===== src/rtl/pib_pkg.sv =====
package pib_pkg;

    typedef enum logic {
        BLANK_MASK    = 1'b0,
        BLANK_HOLD_CE = 1'b1
    } blank_mode_e;

    typedef struct packed {
        logic ign_n;
        logic ce;
    } blank_ctl_t;

    function automatic int guard_cycles(input int guard_ns, input int clk_mhz,
                                        input int margin);
        return (guard_ns * clk_mhz + 999) / 1000 + margin;
    endfunction

    function automatic int cnt_width(input int tc);
        return (tc < 2) ? 1 : $clog2(tc + 1);
    endfunction

endpackage


===== src/rtl/pib_eos_sync.sv =====
module pib_eos_sync (
    input  logic clk_i,
    input  logic rst_i,
    input  logic async_i,
    output logic sync_o
);
    logic meta_q;
    logic stab_q;

    always_ff @(posedge clk_i) begin
        if (rst_i) begin
            meta_q <= 1'b0;
            stab_q <= 1'b0;
        end else begin
            meta_q <= async_i;
            stab_q <= meta_q;
        end
    end

    assign sync_o = stab_q;
endmodule


===== src/rtl/pib_guard_timer.sv =====
module pib_guard_timer #(
    parameter int TC = 22,
    parameter int CW = 5
) (
    input  logic clk_i,
    input  logic rst_i,
    input  logic start_i,
    output logic ign_n_o
);
    localparam logic [CW-1:0] TERM = CW'(TC);

    logic [CW-1:0] cnt_q;
    logic          ign_q;
    logic          advance;

    assign advance = (start_i || cnt_q != '0) && (cnt_q != TERM);

    always_ff @(posedge clk_i) begin
        if (rst_i) begin
            cnt_q <= '0;
            ign_q <= 1'b0;
        end else begin
            if (advance) cnt_q <= cnt_q + 1'b1;
            if (cnt_q == TERM) ign_q <= 1'b1;
        end
    end

    assign ign_n_o = ign_q;

    // released state is sticky
    a_r5_no_reassert: assert property (@(posedge clk_i) disable iff (rst_i)
        ign_q |=> ign_q);
    // release only follows the terminal count
    a_r3_release_at_tc: assert property (@(posedge clk_i) disable iff (rst_i)
        $rose(ign_q) |-> $past(cnt_q) == TERM);
    // once started the counter steps by one every cycle
    a_r9_count_steps: assert property (@(posedge clk_i) disable iff (rst_i)
        (cnt_q != '0 && cnt_q != TERM) |=> cnt_q == $past(cnt_q) + 1'b1);
    // idle without a start request
    a_r2_idle_hold: assert property (@(posedge clk_i) disable iff (rst_i)
        (!start_i && cnt_q == '0) |=> (cnt_q == '0 && !ign_q));
    // counter saturates
    a_r5_saturate: assert property (@(posedge clk_i) disable iff (rst_i)
        (cnt_q == TERM) |=> cnt_q == TERM);
endmodule


===== src/rtl/pib_input_gate.sv =====
module pib_input_gate #(
    parameter int                  N_IN         = 4,
    parameter logic                INACTIVE_LVL = 1'b0,
    parameter pib_pkg::blank_mode_e MODE        = pib_pkg::BLANK_MASK
) (
    input  logic            ign_n_i,
    input  logic [N_IN-1:0] raw_i,
    output logic [N_IN-1:0] gated_o,
    output logic            ce_o
);
    localparam logic [N_IN-1:0] IDLE_VEC = {N_IN{INACTIVE_LVL}};

    generate
        if (MODE == pib_pkg::BLANK_MASK) begin : g_mask
            for (genvar i = 0; i < N_IN; i++) begin : g_bit
                assign gated_o[i] = ign_n_i ? raw_i[i] : IDLE_VEC[i];
            end
            assign ce_o = 1'b1;
        end else begin : g_hold
            assign gated_o = raw_i;
            assign ce_o    = ign_n_i;
        end
    endgenerate
endmodule


===== src/rtl/pib_blanking_ctrl.sv =====
module pib_blanking_ctrl #(
    parameter int                   N_IN         = 4,
    parameter int                   CLK_MHZ      = 100,
    parameter int                   GUARD_NS     = 200,
    parameter int                   MARGIN       = 2,
    parameter logic                 INACTIVE_LVL = 1'b0,
    parameter pib_pkg::blank_mode_e MODE         = pib_pkg::BLANK_MASK
) (
    input  logic            clk_i,
    input  logic            rst_i,
    input  logic            eos_i,
    input  logic [N_IN-1:0] raw_i,
    output logic            ignore_n_o,
    output logic [N_IN-1:0] gated_o,
    output logic            clk_en_o
);
    localparam int TC = pib_pkg::guard_cycles(GUARD_NS, CLK_MHZ, MARGIN);
    localparam int CW = pib_pkg::cnt_width(TC);
    localparam logic [N_IN-1:0] IDLE_VEC = {N_IN{INACTIVE_LVL}};

    logic                eos_s;
    pib_pkg::blank_ctl_t ctl;

    pib_eos_sync u_sync (
        .clk_i   (clk_i),
        .rst_i   (rst_i),
        .async_i (eos_i),
        .sync_o  (eos_s)
    );

    pib_guard_timer #(.TC(TC), .CW(CW)) u_timer (
        .clk_i   (clk_i),
        .rst_i   (rst_i),
        .start_i (eos_s),
        .ign_n_o (ctl.ign_n)
    );

    pib_input_gate #(.N_IN(N_IN), .INACTIVE_LVL(INACTIVE_LVL), .MODE(MODE)) u_gate (
        .ign_n_i (ctl.ign_n),
        .raw_i   (raw_i),
        .gated_o (gated_o),
        .ce_o    (ctl.ce)
    );

    assign ignore_n_o = ctl.ign_n;
    assign clk_en_o   = ctl.ce;

    // masked inputs read inactive while blanked
    a_r6_mask_blank: assert property (@(posedge clk_i) disable iff (rst_i)
        (MODE == pib_pkg::BLANK_MASK && !ignore_n_o) |-> gated_o == IDLE_VEC);
    // pass-through after release in masking mode
    a_r7_pass_after: assert property (@(posedge clk_i) disable iff (rst_i)
        (MODE == pib_pkg::BLANK_MASK && ignore_n_o) |-> (gated_o == raw_i && clk_en_o));
    // enable follows the ignore signal in enable-holding mode
    a_r8_ce_tracks: assert property (@(posedge clk_i) disable iff (rst_i)
        (MODE == pib_pkg::BLANK_HOLD_CE) |-> (clk_en_o == ignore_n_o && gated_o == raw_i));
    // window covers the guard time
    a_r4_window_len: assert property (@(posedge clk_i) disable iff (rst_i)
        1'b1 |-> ((TC + 2) * 1000 >= GUARD_NS * CLK_MHZ));
endmodule


===== config.mk =====
export PLATFORM = sky130hd
export DESIGN_NAME = pib_blanking_ctrl
export DESIGN_NICKNAME = d
export VERILOG_FILES = /design/src/rtl/pib_pkg.sv /design/src/rtl/pib_eos_sync.sv /design/src/rtl/pib_guard_timer.sv /design/src/rtl/pib_input_gate.sv /design/src/rtl/pib_blanking_ctrl.sv
export SDC_FILE = /design/constraint.sdc
export NUM_CORES = 1
export LEC_CHECK = 0
export ABC_AREA = 1
export CORE_AREA = 2 2 39 41
export CTS_CLUSTER_SIZE = 25
export DETAILED_ROUTE_END_ITERATION = 8
export DIE_AREA = 0 0 41 43
export SETUP_SLACK_MARGIN = 0.05
export SYNTH_ARGS = -nofsm -noshare
export SYNTH_HDL_FRONTEND = slang
export SYNTH_HIERARCHICAL = 1
export SYNTH_SLANG_ARGS = --single-unit

===== constraint.sdc =====
create_clock -name clk_i -period 1.5 [get_ports clk_i]
set_input_delay 0.225 -clock clk_i [delete_from_list [all_inputs] [get_ports clk_i]]
set_output_delay 0.225 -clock clk_i [all_outputs]
set_load 0.01 [all_outputs]

==> results of run 1 <==
state kept, by name, indices dropped and copies added (netlist names):
register	flops
u_sync/sync_o	1
u_sync/meta_q	1
u_timer/ign_n_o	1
u_timer/cnt_q	5
report_power, final:
part	switching [mW]	internal [mW]	total, mW
logic	0.124	0.0943	0.218
registers	0.0470	0.245	0.292
clock network	0.0744	0.0916	0.166
path summary, 6_finish.rpt:
path,from,endpoint,depth (start not counted)
max,u_timer/ign_n_o$_SDFFE_PP0N_,ignore_n_o,1
max reg2reg,u_timer/cnt_q[0]$_SDFFE_PP0P_,u_timer/cnt_q[2]$_SDFFE_PP0P_,8
min,u_sync/meta_q$_SDFF_PP0_,u_sync/sync_o$_SDFF_PP0_,2
min reg2reg,u_sync/meta_q$_SDFF_PP0_,u_sync/sync_o$_SDFF_PP0_,2
final cells by class:
type                       count  area share (%)
clock buffer                   3           3.846
multi-input combinational     37           36.97
timing repair buffer          12           19.23
tap                           16           3.419
sequential                     8           27.56
inverter                      14           8.974
metrics by stage:
stage                     std cells  TNS [ns]
after floorplan                  60         0
after global placement           87  -0.08087
after detailed placement         87   -0.1159
after CTS                        90         0
after global routing             90         0
final                            90         0
cells in the final DEF (no fill, tap or decap), types with 3 or more instances in the layout:
cell type        netlist  layout
a21oi_1                3       3
clkbuf_4               0       3
clkdlybuf4s50_1        0       7
dfxtp_1                8       7
dlygate4sd2_1          0       4
ha_1                   3       3
inv_1                 14      14
nand2_1               10      10
nand3_1                5       5
nor2_1                 7       7
per-layer routing:
| metal | wire [um] | global-route usage, % |
|---|---|---|
| met1 | 419 | 13.42 |
| met5 | 0 | 0 |
| met3 | 40 | 6.283 |
| met2 | 367 | 17.50 |
| met4 | 19 | 8.000 |
cells by family (layout without fill, tap and decap cells):
logic type,count (synthesis),in the layout,synth area share [%]
AOI/OAI and AO/OA,4,4,4.582
xor gates and xnor gates,1,1,2.006
adders and majority gates,3,3,8.597
buffers and inverters,15,29,13.75
DFF,8,8,36.68
other,1,1,0.8588
and+or+nand+nor,28,28,33.53
repair_timing:
item                                    in CTS  in global routing
hold buffers                                 0                  0
resized for setup                            5                  0
endpoints found under the setup margin       5                  0
buffers inserted                             0                  0
==> results.toml, run 1 <==
[place]
dpl.hpwl_um = 620
dp_worst_setup_slack_ns = -0.03869
gp_congestion = 0.7073
post_dp_cell_area_um2 = 566.8
io_buffers = 11

[synthesis]
ys_types = 17
async_reset_ff_share_pct = 0
synthesis.nets = 70
avgSynthCellArea_um2 = 7.278
synth.top_cells.by_count = "inv_1 (14), nand2_1 (10), dfxtp_1 (8)"
syn_inst = 60
synthTopCellsByArea = "dfxtp_1 (37%), inv_1 (12%), ha_1 (8.6%), nand2_1 (8.6%), nor2_1 (6.0%)"
synth_top_area_share_pct = 36.68
synth-seq-cells = 8
synthFlopType = "dfxtp_1"
seq_area_frac_synth_pct = 36.68
yosys_warnings = 6
synth_top_area_cell = "dfxtp_1"
yosysMostFrequentCell = "inv_1"
synth_edf_count = 0
syn_area_um2 = 436.7

[worst_setup_path]
startpoint_type = "flop"
crit_path_top_delay_cell = "clkdlybuf4s50_1"
worstPathArrival_ns = 1.17
crit_type = "reg -> out"
rrSetupSlack_ns = 0.27
critPathBufInv = 1
cp_max_fo = 6
crit_required_ns = 1.27
cp_top_family = "buffers and inverters"
worstSetupEndpointType = "primary output"
max_stage_delay_ns = 0.55
crit_path_cell_trace = "clkdlybuf4s50_1"

[worst_hold_path]
hold_path.class = "reg -> reg"

[power_and_ir_drop]
power_leakage_nw = 0.3081
peakVddDrop_mv = 0.5819
p_total_mw = 0.6757
power-per-cell-area_mw_per_mm2 = 1154

[floorplan]
die_w_um = 41
rows = 14
top_level_ports = 13
die_area_mm2 = 0.001763
core-area_mm2 = 0.001384
initial_core_util_pct = 31.56
die_h_um = 43

[grt]
grt_pass1_vias = 360
antenna_found_initial = 0
grt_overflow = 0
grt_pass1_wl_um = 1414
grt_start_max_net_pins = 8
grt_usage_pct = 12.22

[timing]
hold_slack_ns = 0.4103
setup_ws_ns = 0.1046
setup_violations = 0
fmax_mhz = 716.7
timing.final.hold_violations = 0
rsz0062_at_grt = "no"
post-route-period-util_pct = 93.02
slew_violations = 0
finClkSkew_ns = 0.002274
period_needed_ns = 1.395

[layout]
area_growth_syn_to_layout_pct = 34.10
multi_input_area_um2 = 216.5
final-seq-area_um2 = 161.4
final_cell_area_um2 = 585.6
fillers = 144
layout-drive-gt1-share_pct = 10.81
final_core_util_pct = 42.31
antenna_cells = 0
final_nets = 86

[detailed_routing]
wire_per_inst_um = 9.411
drc_errors = 0
first_iter_violations = 9
wirelength_um = 847
drtPass1Iterations = 4
drt-vias-per-instance = 4.367
vias = 393
ant_nets = 0

[clock_tree]
clockRootBuffer = "clkbuf_4"
cts_buffer_depth = 2
cts.reportedPaths.clkPinSlew_ns = 0.06
numCtsBuffers = 3
tritoncts = "yes"
h-tree-depth = 1
clk_latency_ns = 0.25
clock-sinks = 8

[job]
cap_violations = 0

[run_status]
outcome = "finished, final reports clean"
Power figures use the tool's default switching activity.
==> inputs of run 2 (changes only) <==
--- a/config.mk
+++ b/config.mk
@@ -13,5 +13,4 @@
 export SETUP_SLACK_MARGIN = 0.05
 export SYNTH_ARGS = -nofsm -noshare
 export SYNTH_HDL_FRONTEND = slang
-export SYNTH_HIERARCHICAL = 1
 export SYNTH_SLANG_ARGS = --single-unit
==> results.toml, run 2 <==
[detailed_routing]
wire_per_inst_um = 8.593
first_iter_violations = 4
drtPass1Iterations = 3
wirelength_um = 739
drc_errors = 0
drt-vias-per-instance = 4.233
vias = 364
ant_nets = 0

[grt]
grt_start_max_net_pins = 9
antenna_found_initial = 0
grt_pass1_wl_um = 1179
grt_overflow = 0
grt_pass1_vias = 309
grt_usage_pct = 10.71

[timing]
hold_slack_ns = 0.4009
post-route-period-util_pct = 91.25
period_needed_ns = 1.369
timing.final.hold_violations = 0
setup_violations = 0
finClkSkew_ns = 0.006259
fmax_mhz = 730.6
slew_violations = 0
rsz0062_at_grt = "no"

[synthesis]
seq_area_frac_synth_pct = 37.98
synth_edf_count = 0
synth.top_cells.by_count = "inv_1 (13), nor2_1 (10), dfxtp_1 (8), nand2_1 (8)"
avgSynthCellArea_um2 = 7.397
synth-seq-cells = 8
synthesis.nets = 67
ys_types = 13
yosys_warnings = 0
yosysMostFrequentCell = "inv_1"
synth-adder-area-share_pct = 8.902
yosys.area_share.simple_pct = 28.19
syn_area_um2 = 421.7
synth_top_area_share_pct = 37.98
synth_top_family_by_area = "simple AND/OR/NAND/NOR gates"
synth_xor_area_share_pct = 4.154
async_reset_ff_share_pct = 0
syn_inst = 57
synth_compound_area_share_pct = 6.528
synth_top_area_cell = "dfxtp_1"
synthTopCellsByArea = "dfxtp_1 (38%), inv_1 (12%), ha_1 (8.9%), nor2_1 (8.9%), nand2_1 (7.1%)"
synthFlopType = "dfxtp_1"
yosys-mux-area-fraction_pct = 0

[worst_setup_path]
reg2reg_depth = 7
crit_path_top_delay_cell = "clkdlybuf4s50_1"
critPathBufInv = 1
crit_required_ns = 1.27
cp_max_fo = 6
max_stage_delay_ns = 0.54
crit_path_cell_trace = "clkdlybuf4s50_1"
crit_type = "reg -> out"
startpoint_type = "flop"
cp_top_family = "buffers and inverters"
path_depth = 1
worstSetupEndpointType = "primary output"
worstPathArrival_ns = 1.14

[floorplan]
rows = 14
die_h_um = 43
die_w_um = 41
die_area_mm2 = 0.001763
initial_core_util_pct = 30.47
top_level_ports = 13
core-area_mm2 = 0.001384

[layout]
top_register = "u_timer.cnt_q"
final_cell_mix = "inv_1 (13), nor2_1 (10), nand2_1 (8)"
area_growth_syn_to_layout_pct = 33.53
antenna_cells = 0
largest_reg_flops = 5
final_nets = 82
final_common_cell = "inv_1"
layout-drive-gt1-share_pct = 8.571
final_cell_area_um2 = 563.0
final_core_util_pct = 40.69

[place]
io_buffers = 11
gp_congestion = 0.7151
dpl.hpwl_um = 597.3
post_dp_cell_area_um2 = 544.3

[power_and_ir_drop]
power_leakage_nw = 0.2999
p_comb_share_pct = 32.7
power-per-cell-area_mw_per_mm2 = 1163
power_frac_seq_pct = 42.8
power_frac_clock_pct = 24.6
intPower_mw = 0.4295
p_sw_share_pct = 34.41
peakVddDrop_mv = 0.7703
switching_power_mw = 0.2253

[run_status]
outcome = "finished, final reports clean"

[clock_tree]
numCtsBuffers = 3
clock-sinks = 8
tritoncts = "yes"
clockRootBuffer = "clkbuf_4"
h-tree-depth = 1
cts_buffer_depth = 2
clk_latency_ns = 0.25
post-cts-setup-buffer-count = 0
cts.reportedPaths.clkPinSlew_ns = 0.05

[worst_hold_path]
hold_depth = 2
hold_path.class = "reg -> reg"

[job]
cap_violations = 0
-- run 2: cell types whose count changed after synthesis --
| cell | delta |
|---|---|
| nand3b_1 | -1 |
| nor2_1 | +3 |
| nand2_1 | -2 |
| inv_1 | -1 |
| a21oi_1 | +1 |
| nor2_2 | -1 |
| nand4_1 | -1 |
| o21ai_0 | -1 |
| nor2b_1 | -1 |
| xor2_1 | +1 |
| a21boi_1 | +1 |
| nand3_1 | -1 |
-- run 2: what timing repair did --
item                                    4_1_cts  5_1_grt
resized for setup                             5        0
endpoints found under the setup margin        4        0
hold buffers                                  0        0
-- run 2: path summary, 6_finish.rpt --
| check | startpoint | end | slack (ns) |
|---|---|---|---|
| worst min-delay path | u_sync.meta_q$_SDFF_PP0_ | u_sync.sync_o$_SDFF_PP0_ | 0.40 |
| worst max-delay path | u_timer.ign_n_o$_SDFFE_PP0N_ | ignore_n_o | 0.13 |
| worst max register to register | u_timer.cnt_q[0]$_SDFFE_PP0P_ | u_timer.cnt_q[1]$_SDFFE_PP0P_ | 0.32 |
| worst min register to register | u_sync.meta_q$_SDFF_PP0_ | u_sync.sync_o$_SDFF_PP0_ | 0.40 |
-- run 2: cell type report --
type	count	area (um^2)
flip-flops and latches	8	161.4
repair buffers	11	105.1
inverters	13	48.80
multi-input cells	35	205.2
clock buffers	3	22.52
fillers	147	820.8
well taps	16	20.02
-- run 2: power by group through the flow --
stage / Sequential [mW] / Clock [mW] / Combinational [mW]
finish: 0.280 / 0.161 / 0.214
global route: 0.287 / 0.185 / 0.254
CTS: 0.280 / 0.169 / 0.215
detailed placement: 0.285 / 0 / 0.214
global placement: 0.285 / 0 / 0.207
floorplan: 0.278 / 0 / 0.172
-- run 2: layer usage --
layer	wire length [um]	GRT usage, %
met5	0	0
met3	17	1.571
met2	361	16.25
met1	332	10.82
met4	27	12.00
-- run 2: logic make-up (layout without fill, tap and decap cells) --
| group | count (synthesis) | in the layout |
|---|---|---|
| DFF | 8 | 8 |
| and+or+nand+nor | 24 | 24 |
| other | 1 | 1 |
| xor gates and xnor gates | 2 | 2 |
| AOI/OAI and AO/OA | 5 | 5 |
| buffers and inverters | 14 | 27 |
| adders and majority gates | 3 | 3 |
-- run 2: per-stage QoR --
stage | TNS (ns) | power [mW] | instances | worst slack [ns]
2_1_floorplan | 0 | 0.4502 | 57 | 0.4265
3_3_place_gp | -0.09870 | 0.4923 | 83 | -0.03047
3_5_place_dp | -0.1303 | 0.4992 | 83 | -0.04441
4_1_cts | 0 | 0.6634 | 86 | 0.1184
5_1_grt | 0 | 0.7263 | 86 | 0.07065
6_report | 0 | 0.6547 | 86 | 0.1312
-- run 2: tightest hold or removal path: cells and delay by family (launching register included) --
kind          cells  cell delay [ns]
buf+inv           1             0.04
simple gates      1             0.03
flops             1             0.29
